<file path="src/rtl/sec_attr_pkg.sv">
package sec_attr_pkg;

  // Numeric order equals strictness order, so the stricter result is the larger value.
  typedef enum logic [1:0] {
    ATTR_NS  = 2'b00,
    ATTR_NSC = 2'b01,
    ATTR_S   = 2'b10
  } attr_e;

  localparam int unsigned GRAN_LSB = 5;
  localparam int unsigned PAGE_W   = 32 - GRAN_LSB;

  typedef struct packed {
    logic              en;
    logic              nsc;
    logic [PAGE_W-1:0] base;
    logic [PAGE_W-1:0] limit;
  } region_t;

  function automatic attr_e attr_stricter(input attr_e a, input attr_e b);
    return (a > b) ? a : b;
  endfunction

endpackage

</file>
<file path="src/rtl/secattr_rst_sync.sv">
module secattr_rst_sync #(
  parameter int unsigned STAGES = 2
) (
  input  logic clk,
  input  logic rst_n,
  output logic rst_sync_n
);

  logic [STAGES-1:0] chain_q;
  logic [STAGES-1:0] chain_d;

  always_comb begin
    chain_d = {chain_q[STAGES-2:0], 1'b1};
  end

  always_ff @(posedge clk or negedge rst_n) begin
    if (!rst_n) chain_q <= '0;
    else        chain_q <= chain_d;
  end

  assign rst_sync_n = chain_q[STAGES-1];

endmodule

</file>
<file path="src/rtl/secattr_fixed_map.sv">
module secattr_fixed_map
  import sec_attr_pkg::*;
(
  input  logic [31:26] addr_hi_i,
  output attr_e        attr_o
);

  logic code_sec_alias;
  logic sram_sec_alias;
  logic peri_sec_alias;

  always_comb begin
    code_sec_alias = (addr_hi_i == 6'b000011);
    sram_sec_alias = (addr_hi_i[31:28] == 4'h3);
    peri_sec_alias = (addr_hi_i[31:28] == 4'h5);
    if (code_sec_alias || sram_sec_alias || peri_sec_alias) attr_o = ATTR_NSC;
    else                                                    attr_o = ATTR_NS;
  end

endmodule

</file>
<file path="src/rtl/secattr_region_file.sv">
module secattr_region_file
  import sec_attr_pkg::*;
#(
  parameter int unsigned NUM_REGIONS = 8,
  localparam int unsigned IDX_W      = $clog2(2*NUM_REGIONS+1)
) (
  input  logic             clk,
  input  logic             rst_n,
  input  logic             wr_en_i,
  input  logic [IDX_W-1:0] wr_idx_i,
  input  logic [31:0]      wr_data_i,
  output region_t          regions_o [NUM_REGIONS],
  output logic             glb_en_o
);

  localparam int unsigned CTRL_IDX = 2*NUM_REGIONS;

  region_t regions_q [NUM_REGIONS];
  region_t regions_d [NUM_REGIONS];
  logic    glb_en_q, glb_en_d;
  logic    unused_wr_bits;

  assign unused_wr_bits = ^wr_data_i[4:2];

  always_comb begin
    glb_en_d = glb_en_q;
    if (wr_en_i && (int'(wr_idx_i) == CTRL_IDX)) glb_en_d = wr_data_i[0];
  end

  always_ff @(posedge clk or negedge rst_n) begin
    if (!rst_n)       glb_en_q <= 1'b0;
    else if (wr_en_i) glb_en_q <= glb_en_d;
  end

  for (genvar g = 0; g < NUM_REGIONS; g++) begin : g_region
    logic base_sel, limit_sel;

    always_comb begin
      base_sel     = wr_en_i && (int'(wr_idx_i) == 2*g);
      limit_sel    = wr_en_i && (int'(wr_idx_i) == 2*g+1);
      regions_d[g] = regions_q[g];
      if (base_sel) begin
        regions_d[g].base = wr_data_i[31:GRAN_LSB];
        regions_d[g].en   = wr_data_i[0];
      end
      if (limit_sel) begin
        regions_d[g].limit = wr_data_i[31:GRAN_LSB];
        regions_d[g].nsc   = wr_data_i[1];
      end
    end

    always_ff @(posedge clk or negedge rst_n) begin
      if (!rst_n)                     regions_q[g] <= '0;
      else if (base_sel || limit_sel) regions_q[g] <= regions_d[g];
    end

    assign regions_o[g] = regions_q[g];
  end

  assign glb_en_o = glb_en_q;

endmodule

</file>
<file path="src/rtl/secattr_region_match.sv">
module secattr_region_match
  import sec_attr_pkg::*;
#(
  parameter int unsigned NUM_REGIONS = 8,
  localparam int unsigned RID_W      = (NUM_REGIONS > 1) ? $clog2(NUM_REGIONS) : 1,
  localparam int unsigned CNT_W      = $clog2(NUM_REGIONS+1)
) (
  input  logic [PAGE_W-1:0] page_i,
  input  region_t           regions_i [NUM_REGIONS],
  input  logic              glb_en_i,
  output attr_e             attr_o,
  output logic [RID_W-1:0]  region_o,
  output logic              single_o
);

  logic [NUM_REGIONS-1:0] hit;
  logic [CNT_W-1:0]       hit_cnt;
  logic [RID_W-1:0]       first_idx;
  logic                   first_nsc;

  for (genvar g = 0; g < NUM_REGIONS; g++) begin : g_cmp
    assign hit[g] = regions_i[g].en
                  && (page_i >= regions_i[g].base)
                  && (page_i <= regions_i[g].limit);
  end

  always_comb begin
    hit_cnt   = '0;
    first_idx = '0;
    first_nsc = 1'b0;
    for (int i = NUM_REGIONS-1; i >= 0; i--) begin
      if (hit[i]) begin
        hit_cnt   = hit_cnt + 1'b1;
        first_idx = RID_W'(i);
        first_nsc = regions_i[i].nsc;
      end
    end
  end

  always_comb begin
    attr_o   = ATTR_S;
    region_o = '0;
    single_o = 1'b0;
    if (glb_en_i && (hit_cnt == CNT_W'(1))) begin
      attr_o   = first_nsc ? ATTR_NSC : ATTR_NS;
      region_o = first_idx;
      single_o = 1'b1;
    end
  end

endmodule

</file>
<file path="src/rtl/secattr_unit.sv">
module secattr_unit
  import sec_attr_pkg::*;
#(
  parameter int unsigned NUM_REGIONS = 8,
  localparam int unsigned IDX_W      = $clog2(2*NUM_REGIONS+1),
  localparam int unsigned RID_W      = (NUM_REGIONS > 1) ? $clog2(NUM_REGIONS) : 1
) (
  input  logic             clk,
  input  logic             rst_n,
  input  logic             tz_en_i,
  input  logic [31:0]      lookup_addr_i,
  input  logic             wr_en_i,
  input  logic [IDX_W-1:0] wr_idx_i,
  input  logic [31:0]      wr_data_i,
  output logic [1:0]       attr_o,
  output logic [RID_W-1:0] region_o,
  output logic             region_valid_o
);

  logic             rst_sync_n;
  region_t          regions [NUM_REGIONS];
  logic             glb_en;
  attr_e            fixed_attr;
  attr_e            table_attr;
  logic [RID_W-1:0] table_region;
  logic             table_single;
  logic             unused_low_addr;

  assign unused_low_addr = ^lookup_addr_i[GRAN_LSB-1:0];

  secattr_rst_sync #(.STAGES(2)) u_rst_sync (
    .clk        (clk),
    .rst_n      (rst_n),
    .rst_sync_n (rst_sync_n)
  );

  secattr_region_file #(.NUM_REGIONS(NUM_REGIONS)) u_file (
    .clk       (clk),
    .rst_n     (rst_sync_n),
    .wr_en_i   (wr_en_i),
    .wr_idx_i  (wr_idx_i),
    .wr_data_i (wr_data_i),
    .regions_o (regions),
    .glb_en_o  (glb_en)
  );

  secattr_fixed_map u_fixed (
    .addr_hi_i (lookup_addr_i[31:26]),
    .attr_o    (fixed_attr)
  );

  secattr_region_match #(.NUM_REGIONS(NUM_REGIONS)) u_match (
    .page_i    (lookup_addr_i[31:GRAN_LSB]),
    .regions_i (regions),
    .glb_en_i  (glb_en),
    .attr_o    (table_attr),
    .region_o  (table_region),
    .single_o  (table_single)
  );

  always_comb begin
    if (tz_en_i) begin
      attr_o         = attr_stricter(fixed_attr, table_attr);
      region_o       = table_region;
      region_valid_o = table_single;
    end else begin
      attr_o         = ATTR_NS;
      region_o       = '0;
      region_valid_o = 1'b0;
    end
  end

endmodule

</file>
<file path="config.mk">
export PLATFORM = sky130hd
export DESIGN_NAME = secattr_unit
export DESIGN_NICKNAME = d
export VERILOG_FILES = /design/src/rtl/sec_attr_pkg.sv /design/src/rtl/secattr_rst_sync.sv /design/src/rtl/secattr_fixed_map.sv /design/src/rtl/secattr_region_file.sv /design/src/rtl/secattr_region_match.sv /design/src/rtl/secattr_unit.sv
export SDC_FILE = /design/constraint.sdc
export NUM_CORES = 1
export LEC_CHECK = 0
export CELL_PAD_IN_SITES_DETAIL_PLACEMENT = 1
export CELL_PAD_IN_SITES_GLOBAL_PLACEMENT = 2
export CORE_ASPECT_RATIO = 1.1
export CORE_MARGIN = 1.5
export CORE_UTILIZATION = 42
export CTS_CLUSTER_SIZE = 8
export DETAILED_ROUTE_END_ITERATION = 8
export PLACE_DENSITY = 0.83
export SLEW_MARGIN = 20
export SYNTH_ARGS = -nofsm -noshare
export SYNTH_HDL_FRONTEND = slang
export SYNTH_SLANG_ARGS = --single-unit
</file>
<file path="constraint.sdc">
create_clock -name clk -period 20.4 [get_ports clk]
set_clock_uncertainty 0.1 [all_clocks]
set_input_delay 6.12 -clock clk [delete_from_list [all_inputs] [get_ports clk]]
set_output_delay 6.12 -clock clk [all_outputs]
set_load 0.02 [all_outputs]
</file>
; Word level (Yosys, flattened, before mapping)
; Index checks and enable logic that the tools add are counted.
[word_totals]
reg_bits = 451
input_bits = 73
out_inout_bits = 6
word_cells = 173
[op_classes]
n_addsub = 7
order_cmp = 17
eq_ne = 20
muxes = 33
reduce_logical = 62
[ops]
columns = operator, n
row1 = $ge A27 B27 Y1, 8
row2 = $le A27 B27 Y1, 8
row3 = $eq A5 B5 Y1 const B, 9
row4 = $logic_and A1 B1 Y1, 34
row5 = $reduce_and A2 Y1, 17
row6 = $mux W3, 10
row7 = $mux W4, 7
row8 = $add A4 B1 Y4 const B, 6
row9 = $eq A5 B4 Y1 const B, 4
row10 = $mux W1, 13
row11 = $eq A5 B3 Y1 const B, 2
row12 = $logic_or A1 B1 Y1, 10
row13 = $eq A6 B2 Y1 const B, 1
row14 = $mux W2, 3
row15 = $eq A5 B2 Y1 const B, 1
row16 = $logic_not A5 Y1, 1
row17 = $eq A4 B1 Y1 const B, 1
row18 = $eq A4 B2 Y1 const B, 1
row19 = $eq A4 B3 Y1 const B, 1
row20 = $add A1 B1 Y2 const B, 1
row21 = $gt A2 B2 Y1, 1

; Depth between registers and ports, before layout
[logic_depth]
ltp_word = 24
ltp_mapped = 38
depth_no_buf = 38

; Modules after synthesis
; From an unflattened synthesis, not the netlist that was laid out.
[hier_totals]
cells_unflattened = 2606
area_unflattened_um2 = 28681.3
[by_module_without_submodules]
columns = mod, n_inst, cells_per_inst, area_per_inst_um2, seq_area_each_um2
row1 = secattr_region_file, 1, 989, 16928.7, 11235.8
row2 = secattr_region_match, 1, 1591, 11538.6, 0.0
row3 = secattr_unit, 1, 17, 111.4, 0.0
row4 = secattr_rst_sync, 1, 3, 53.8, 50.0
row5 = secattr_fixed_map, 1, 6, 48.8, 0.0

; Worst setup path before layout
; Ideal clock, no wire load.
[synth_path]
kind = input-to-output
startpoint = input lookup_addr_i[5]
endpoint = output attr_o[0]
t_arrival_ns = 13.189
t_required_ns = 14.180
path_slack_ns = 0.991
path_stages = 35
n_path_buf = 1
path_cell_list = inv_1 > ha_1 > nand2b_1 > a211o_1 > a21oi_1 > o311ai_1 > or3_1 > and2_1 > buf_4 > ha_1 > inv_1 > o21ai_0 > nor2_1 > nor2_1 > ha_1 > mux2_4 > ha_1 > and2_1 > a21oi_1 > inv_1 > ha_1 > and2_1 > a211o_1 > ha_1 > nor2_1 > nor2_1 > ha_1 > o21bai_1 > o2111ai_1 > a2111o_1 > nor3_1 > ha_1 > nor2_1 > o311ai_0 > nor3_1
[synth_between]
elab_chain_cells = 24
[synth_lines]
columns = element, line_no
row1 = start: declaration, secattr_unit.sv:11  ; input logic [31:0] lookup_addr_i,
row2 = $ge A27 B27 Y1, secattr_region_match.sv:23  ; && (page_i >= regions_i[g].base)
row3 = $logic_and A1 B1 Y1, secattr_region_match.sv:23
row4 = $logic_and A1 B1 Y1, secattr_region_match.sv:24  ; && (page_i <= regions_i[g].limit);
row5 = $mux W1, secattr_region_match.sv:32  ; if (hit[i]) begin
row6 = $add A1 B1 Y2, secattr_region_match.sv:33  ; hit_cnt = hit_cnt + 1'b1;
row7 = $mux W4, secattr_region_match.sv:32
row8 = $add A4 B1 Y4, secattr_region_match.sv:33
row9 = $mux W4, secattr_region_match.sv:32
row10 = [8 not listed], --
row11 = $add A4 B1 Y4, secattr_region_match.sv:33
row12 = $mux W4, secattr_region_match.sv:32
row13 = $eq A4 B1 Y1, secattr_region_match.sv:44  ; if (glb_en_i && (hit_cnt == CNT_W'(1))) begin
row14 = $logic_and A1 B1 Y1, secattr_region_match.sv:44
row15 = $mux W2 (*), secattr_region_match.sv:44
row16 = $gt A2 B2 Y1, sec_attr_pkg.sv:21  ; return (a > b) ? a : b;
row17 = $mux W2 (*), sec_attr_pkg.sv:21
row18 = $mux W2 (*), secattr_unit.sv:62  ; if (tz_en_i) begin
row19 = end: declaration, secattr_unit.sv:15  ; output logic [1:0] attr_o,
; Every way passes the cells marked *; elsewhere a longest branch is shown, timed or not.

; Worst setup path after layout
[layout_path]
startpoint = input lookup_addr_i[29]
endpoint = output attr_o[0]
[layout_between]
elab_chain_cells = 24
[layout_lines]
columns = element, line_no
row1 = $ge A27 B27 Y1, secattr_region_match.sv:23
row2 = $logic_and A1 B1 Y1, secattr_region_match.sv:23
row3 = $logic_and A1 B1 Y1, secattr_region_match.sv:24
row4 = $mux W1, secattr_region_match.sv:32
row5 = $add A1 B1 Y2, secattr_region_match.sv:33
row6 = $mux W4, secattr_region_match.sv:32
row7 = $add A4 B1 Y4, secattr_region_match.sv:33
row8 = $mux W4, secattr_region_match.sv:32
row9 = [8 not listed], --
row10 = $add A4 B1 Y4, secattr_region_match.sv:33
row11 = $mux W4, secattr_region_match.sv:32
row12 = $eq A4 B1 Y1, secattr_region_match.sv:44
row13 = $logic_and A1 B1 Y1, secattr_region_match.sv:44
row14 = $mux W2, secattr_region_match.sv:44
row15 = $gt A2 B2 Y1, sec_attr_pkg.sv:21
row16 = $mux W2 (*), sec_attr_pkg.sv:21
row17 = $mux W2 (*), secattr_unit.sv:62
; Marks and branches as above.

==> summary.md <==
The flow ran to the end, and the final reports show no timing, DRC or antenna violations. The run gives 79 as the number of primary I/O pins. The most used flip-flop cell after synthesis is sky130_fd_sc_hd__dfrtp_1. The number of max-slew violations in the final report is 0, and the count of H-tree levels built during CTS is 3. Counting flops with an async set or reset pin after synthesis yields a share of 100%. Initial core utilization: 42.5%. The leading cell type in the layout, fill and taps excluded is sky130_fd_sc_hd__dfrtp_1. The final critical path time including I/O delays and setup is 20.18 ns, and the total global routing overflow is 0. The tool flagged a number of max-cap violations equal to 0.

STA classifies the critical path startpoint as an input port. Summing over every cut layer, the via total after detailed routing is 22100. Final design area excluding fillers: 32600 um^2. The mean cell area of the mapped netlist works out to 10.0 um^2.

The logs give 33.5% for the met1 usage and 16.0 nW for the standby leakage power. For this run, the top clock speed supported by timing is 49.6 MHz. Of the cells placed in the final design, the portion with a size suffix greater than 1 is 17.8%. CTS saw 451 sinks. In the routed design, unresolved DRC markers number 0. Counting along the longest clock path gives a buffer depth of 3. Setup violations remaining at the end of the flow were counted as 0. The via count of the first global-routing pass is 24400, and the cell area after technology mapping is 28200 um^2.

The CTS clock-pin slew for the worst setup and hold paths was 0.04 ns; the synthesis-stage register bit count was 451. For the count of unique library cells instantiated by Yosys, the log shows 76. Entering global routing, the biggest net connects 79 pins. TritonCTS built the clock tree. The most numerous cell type found on the critical path is sky130_fd_sc_hd__ha_1. The global placer's final weighted congestion is 0.863. The path class of the tightest hold or removal check is reg -> reg. Of all nets on the critical path, the largest fanout is 3. Summing the areas of all and, or, nand and nor instances in the mapped netlist gives 9.35% of the synthesized area.

The multiplexer share of the synthesized area was 11.8%. Setup repair after global routing could not meet its margin everywhere. Hold violation total from the final report: 0.

The number of enable flip-flop cells after synthesis is 0. The path with the worst hold slack has its endpoint at u_rst_sync.chain_q[1]. For this run, the number of Yosys warnings is 0. The compound-gate portion of the synthesized area was 11.9%. At the pin with the least slew margin, the transition time is 1.19 ns.

The power density over cell area is 95.4 nW/um^2, and the adder-cell share of the synthesized area is 19.5%. In this run the remaining antenna-violating nets after routing total 0. The ratio of final minimum period to clock period came out at 98.9%.

In the routed layout, each cell is associated on average with a via count of 5.68. The maximum vdd ir drop was 0.0495 mV; the endpoint required time on the critical path was 14.18 ns. Master cell of the clock root buffer: sky130_fd_sc_hd__clkbuf_16.

The first global-routing pass estimated 141000 um of wire. In this run the register-to-register setup slack is 17.70 ns. The core outline area is 66400 um^2, and the routed length per instance is 23.3 um.

The logs give 99 for the number of placement rows and 3.27% for the met3 layer usage reported by global route. The tools report the worst endpoint data arrival time as 13.96 ns. The final routed wirelength across all metal layers is 90400 um.

The quantity of I/O buffers inserted on ports was 70. The met2 track demand over resource is 47.9%, and the clock latency at the later pin of the worst-skew pair is 0.59 ns. The instance area at placement is 30800 um^2, and the die footprint is 68800 um^2. Once routing completed, OpenROAD measured the worst setup slack at 0.221 ns. The die is 250 um wide. After the last flow step, the layout net total stands at 3525.

The CTS buffer count came out at 66. Summing the areas of all xor and xnor instances in the mapped netlist gives 0.425% of the synthesized area. Counting instances, the worst hold path has a depth of 0. The launch instance of the worst min-delay path was u_rst_sync.chain_q[0]. Setup total negative slack on the finished layout was measured at 0 ns. Global routing used 26.9% of the available tracks. The synthesis-to-finish area growth works out to 15.6%. In this run the tightest slew margin relative to its limit is 20.3%. In this run the critical register-to-register path is launched from u_rst_sync.chain_q[1]. Endpoint of the worst register-to-register path: u_file.regions_o[439].

Sequential cells were found to cover 40.0% of the synthesized design area. The largest individual stage delay along the critical path comes from the cell sky130_fd_sc_hd__or4_1. Number of nets in the synthesized netlist: 3335. After legalization and detailed placement, the total HPWL measured 63900 um. The critical path starts at lookup_addr_i[29].

The critical path is of the in -> out type. For this block, the initial DRC count from the detailed router was 907. The initial antenna violation count is 2.

The library cells used most frequently in the layout, excluding fill and tap cells, are sky130_fd_sc_hd__dfrtp_1 (450), sky130_fd_sc_hd__inv_1 (443), sky130_fd_sc_hd__ha_1 (440), sky130_fd_sc_hd__mux2_2 (293), sky130_fd_sc_hd__nand2_1 (245). Dominant combinational cell family by area after synthesis: adder cells. STA classifies the critical path endpoint as an output pin. The iteration count of the initial detailed-routing pass came out at 5. The post-placement setup slack is -0.392 ns, and the number of instances in the synthesized netlist is 2822.

On the worst path, the slowest cell contributes a delay of 0.63 ns. Most heavily used metal layer in global routing: met2. Logic depth of the worst register-to-register path: 2.

The floorplan die height came out at 275 um.
## synthesized netlist by cell type, types with 4 or more instances
library cell,count,area [um^2]
sky130_fd_sc_hd__nand3_1,45,225
sky130_fd_sc_hd__a221oi_1,11,96.3
sky130_fd_sc_hd__o211ai_1,13,97.6
sky130_fd_sc_hd__and4_1,10,87.6
sky130_fd_sc_hd__or4_1,6,45.0
sky130_fd_sc_hd__a2111oi_0,7,61.3
sky130_fd_sc_hd__a221o_1,4,40.0
sky130_fd_sc_hd__o21a_1,7,52.6
sky130_fd_sc_hd__a211o_1,6,52.6
sky130_fd_sc_hd__a21oi_1,122,611
sky130_fd_sc_hd__mux2_2,293,3300
sky130_fd_sc_hd__dfrtp_1,451,11300
sky130_fd_sc_hd__nor2b_1,19,119
sky130_fd_sc_hd__a211oi_1,29,218
sky130_fd_sc_hd__a31oi_1,9,56.3
sky130_fd_sc_hd__and3_1,10,62.6
sky130_fd_sc_hd__nor4_1,9,56.3
sky130_fd_sc_hd__xnor2_1,4,35.0
sky130_fd_sc_hd__clkbuf_1,83,312
sky130_fd_sc_hd__nand2_1,245,920
sky130_fd_sc_hd__nor2_1,60,225
sky130_fd_sc_hd__inv_1,443,1660
sky130_fd_sc_hd__and2_1,9,56.3
sky130_fd_sc_hd__o2111ai_1,5,43.8
sky130_fd_sc_hd__nand2b_1,11,68.8
sky130_fd_sc_hd__nor3_1,26,130
sky130_fd_sc_hd__or3_1,5,31.3
sky130_fd_sc_hd__ha_1,440,5510
sky130_fd_sc_hd__o311ai_0,4,35.0
sky130_fd_sc_hd__o21ai_0,234,1170
sky130_fd_sc_hd__or2_2,4,25.0
sky130_fd_sc_hd__nand4_1,66,413
sky130_fd_sc_hd__a21o_1,59,443
## layout make-up
| class | instances | area, um^2 |
|---|---|---|
| fillers | 7335 | 33700 |
| clock inverters | 1 | 8.76 |
| repair buffers | 207 | 1780 |
| flip-flops and latches | 451 | 11300 |
| inverters | 445 | 1670 |
| clock buffers | 75 | 1800 |
| multi-input cells | 1841 | 15000 |
| well taps | 858 | 1070 |
| diodes | 1 | 2.50 |
## worst max-delay path: cells and delay by family
family / cells / cell delay [ns]
AO/OA/AOI/OAI: 8 / 1.66
adder cells (fa/ha/maj): 8 / 2.34
buffers and inverters: 4 / 0.83
multiplexers: 1 / 0.29
AND/OR/NAND/NOR: 14 / 2.73
## per-stage QoR
step | power (W) | hold slack [ns] | cells | utilization [%]
floorplan | 0.00177 | 0.231 | 2822 | -
global placement | 0.00202 | 0.239 | 3801 | 46.4
detailed placement | 0.00210 | 0.247 | 3801 | 46.4
CTS | 0.00314 | 0.257 | 3878 | 49.1
global route | 0.00331 | 0.269 | 3878 | 49.2
finish | 0.00311 | 0.251 | 3879 | 49.2
## registers in the layout, indices dropped and copies added, names as in the netlist
register and cells:
u_file.regions_o 448, u_file.glb_en_o 1, u_rst_sync.chain_q 2
## cells by family after synthesis
| group | count (synthesis) |
|---|---|
| AO/OA/AOI/OAI | 552 |
| XOR/XNOR | 9 |
| adder cells (fa/ha/maj) | 440 |
| buffers and inverters | 530 |
| flip-flops | 451 |
| multiplexers | 296 |
| other | 1 |
| AND/OR/NAND/NOR | 543 |
## worst max path at each step
stage	cells past startpoint	slack [ns]	endpoint
final	35	0.22	attr_o[0]
after global routing	39	-0.20	attr_o[0]
after CTS	35	0.009	attr_o[0]
after detailed placement	35	-0.39	attr_o[0]
after global placement	34	-0.27	attr_o[0]
after floorplan	35	0.99	attr_o[0]
## repair_timing
action,CTS,global route
pin swaps,1,1
hold buffers,0,0
setup endpoints to repair,3,6
resized for setup,3,13
buffers inserted,1,0
## power by group
part | total [W] | switching [W] | leakage, nW | internal [W]
clock | 0.00102 | 0.000403 | 0.890 | 0.000613
combinational | 0.000934 | 0.000520 | 9.58 | 0.000414
sequential | 0.00116 | 0.0000821 | 5.53 | 0.00108
total | 0.00311 | 0.00100 | 16.0 | 0.00211
## routing by layer
layer  vias up  wire length [um]
met2       377             45000
met1     11300             39200
met5         -                12
met4         2              3080
li1      10200                 -
met3       167              3150
(Power assumes the default switching activity.)
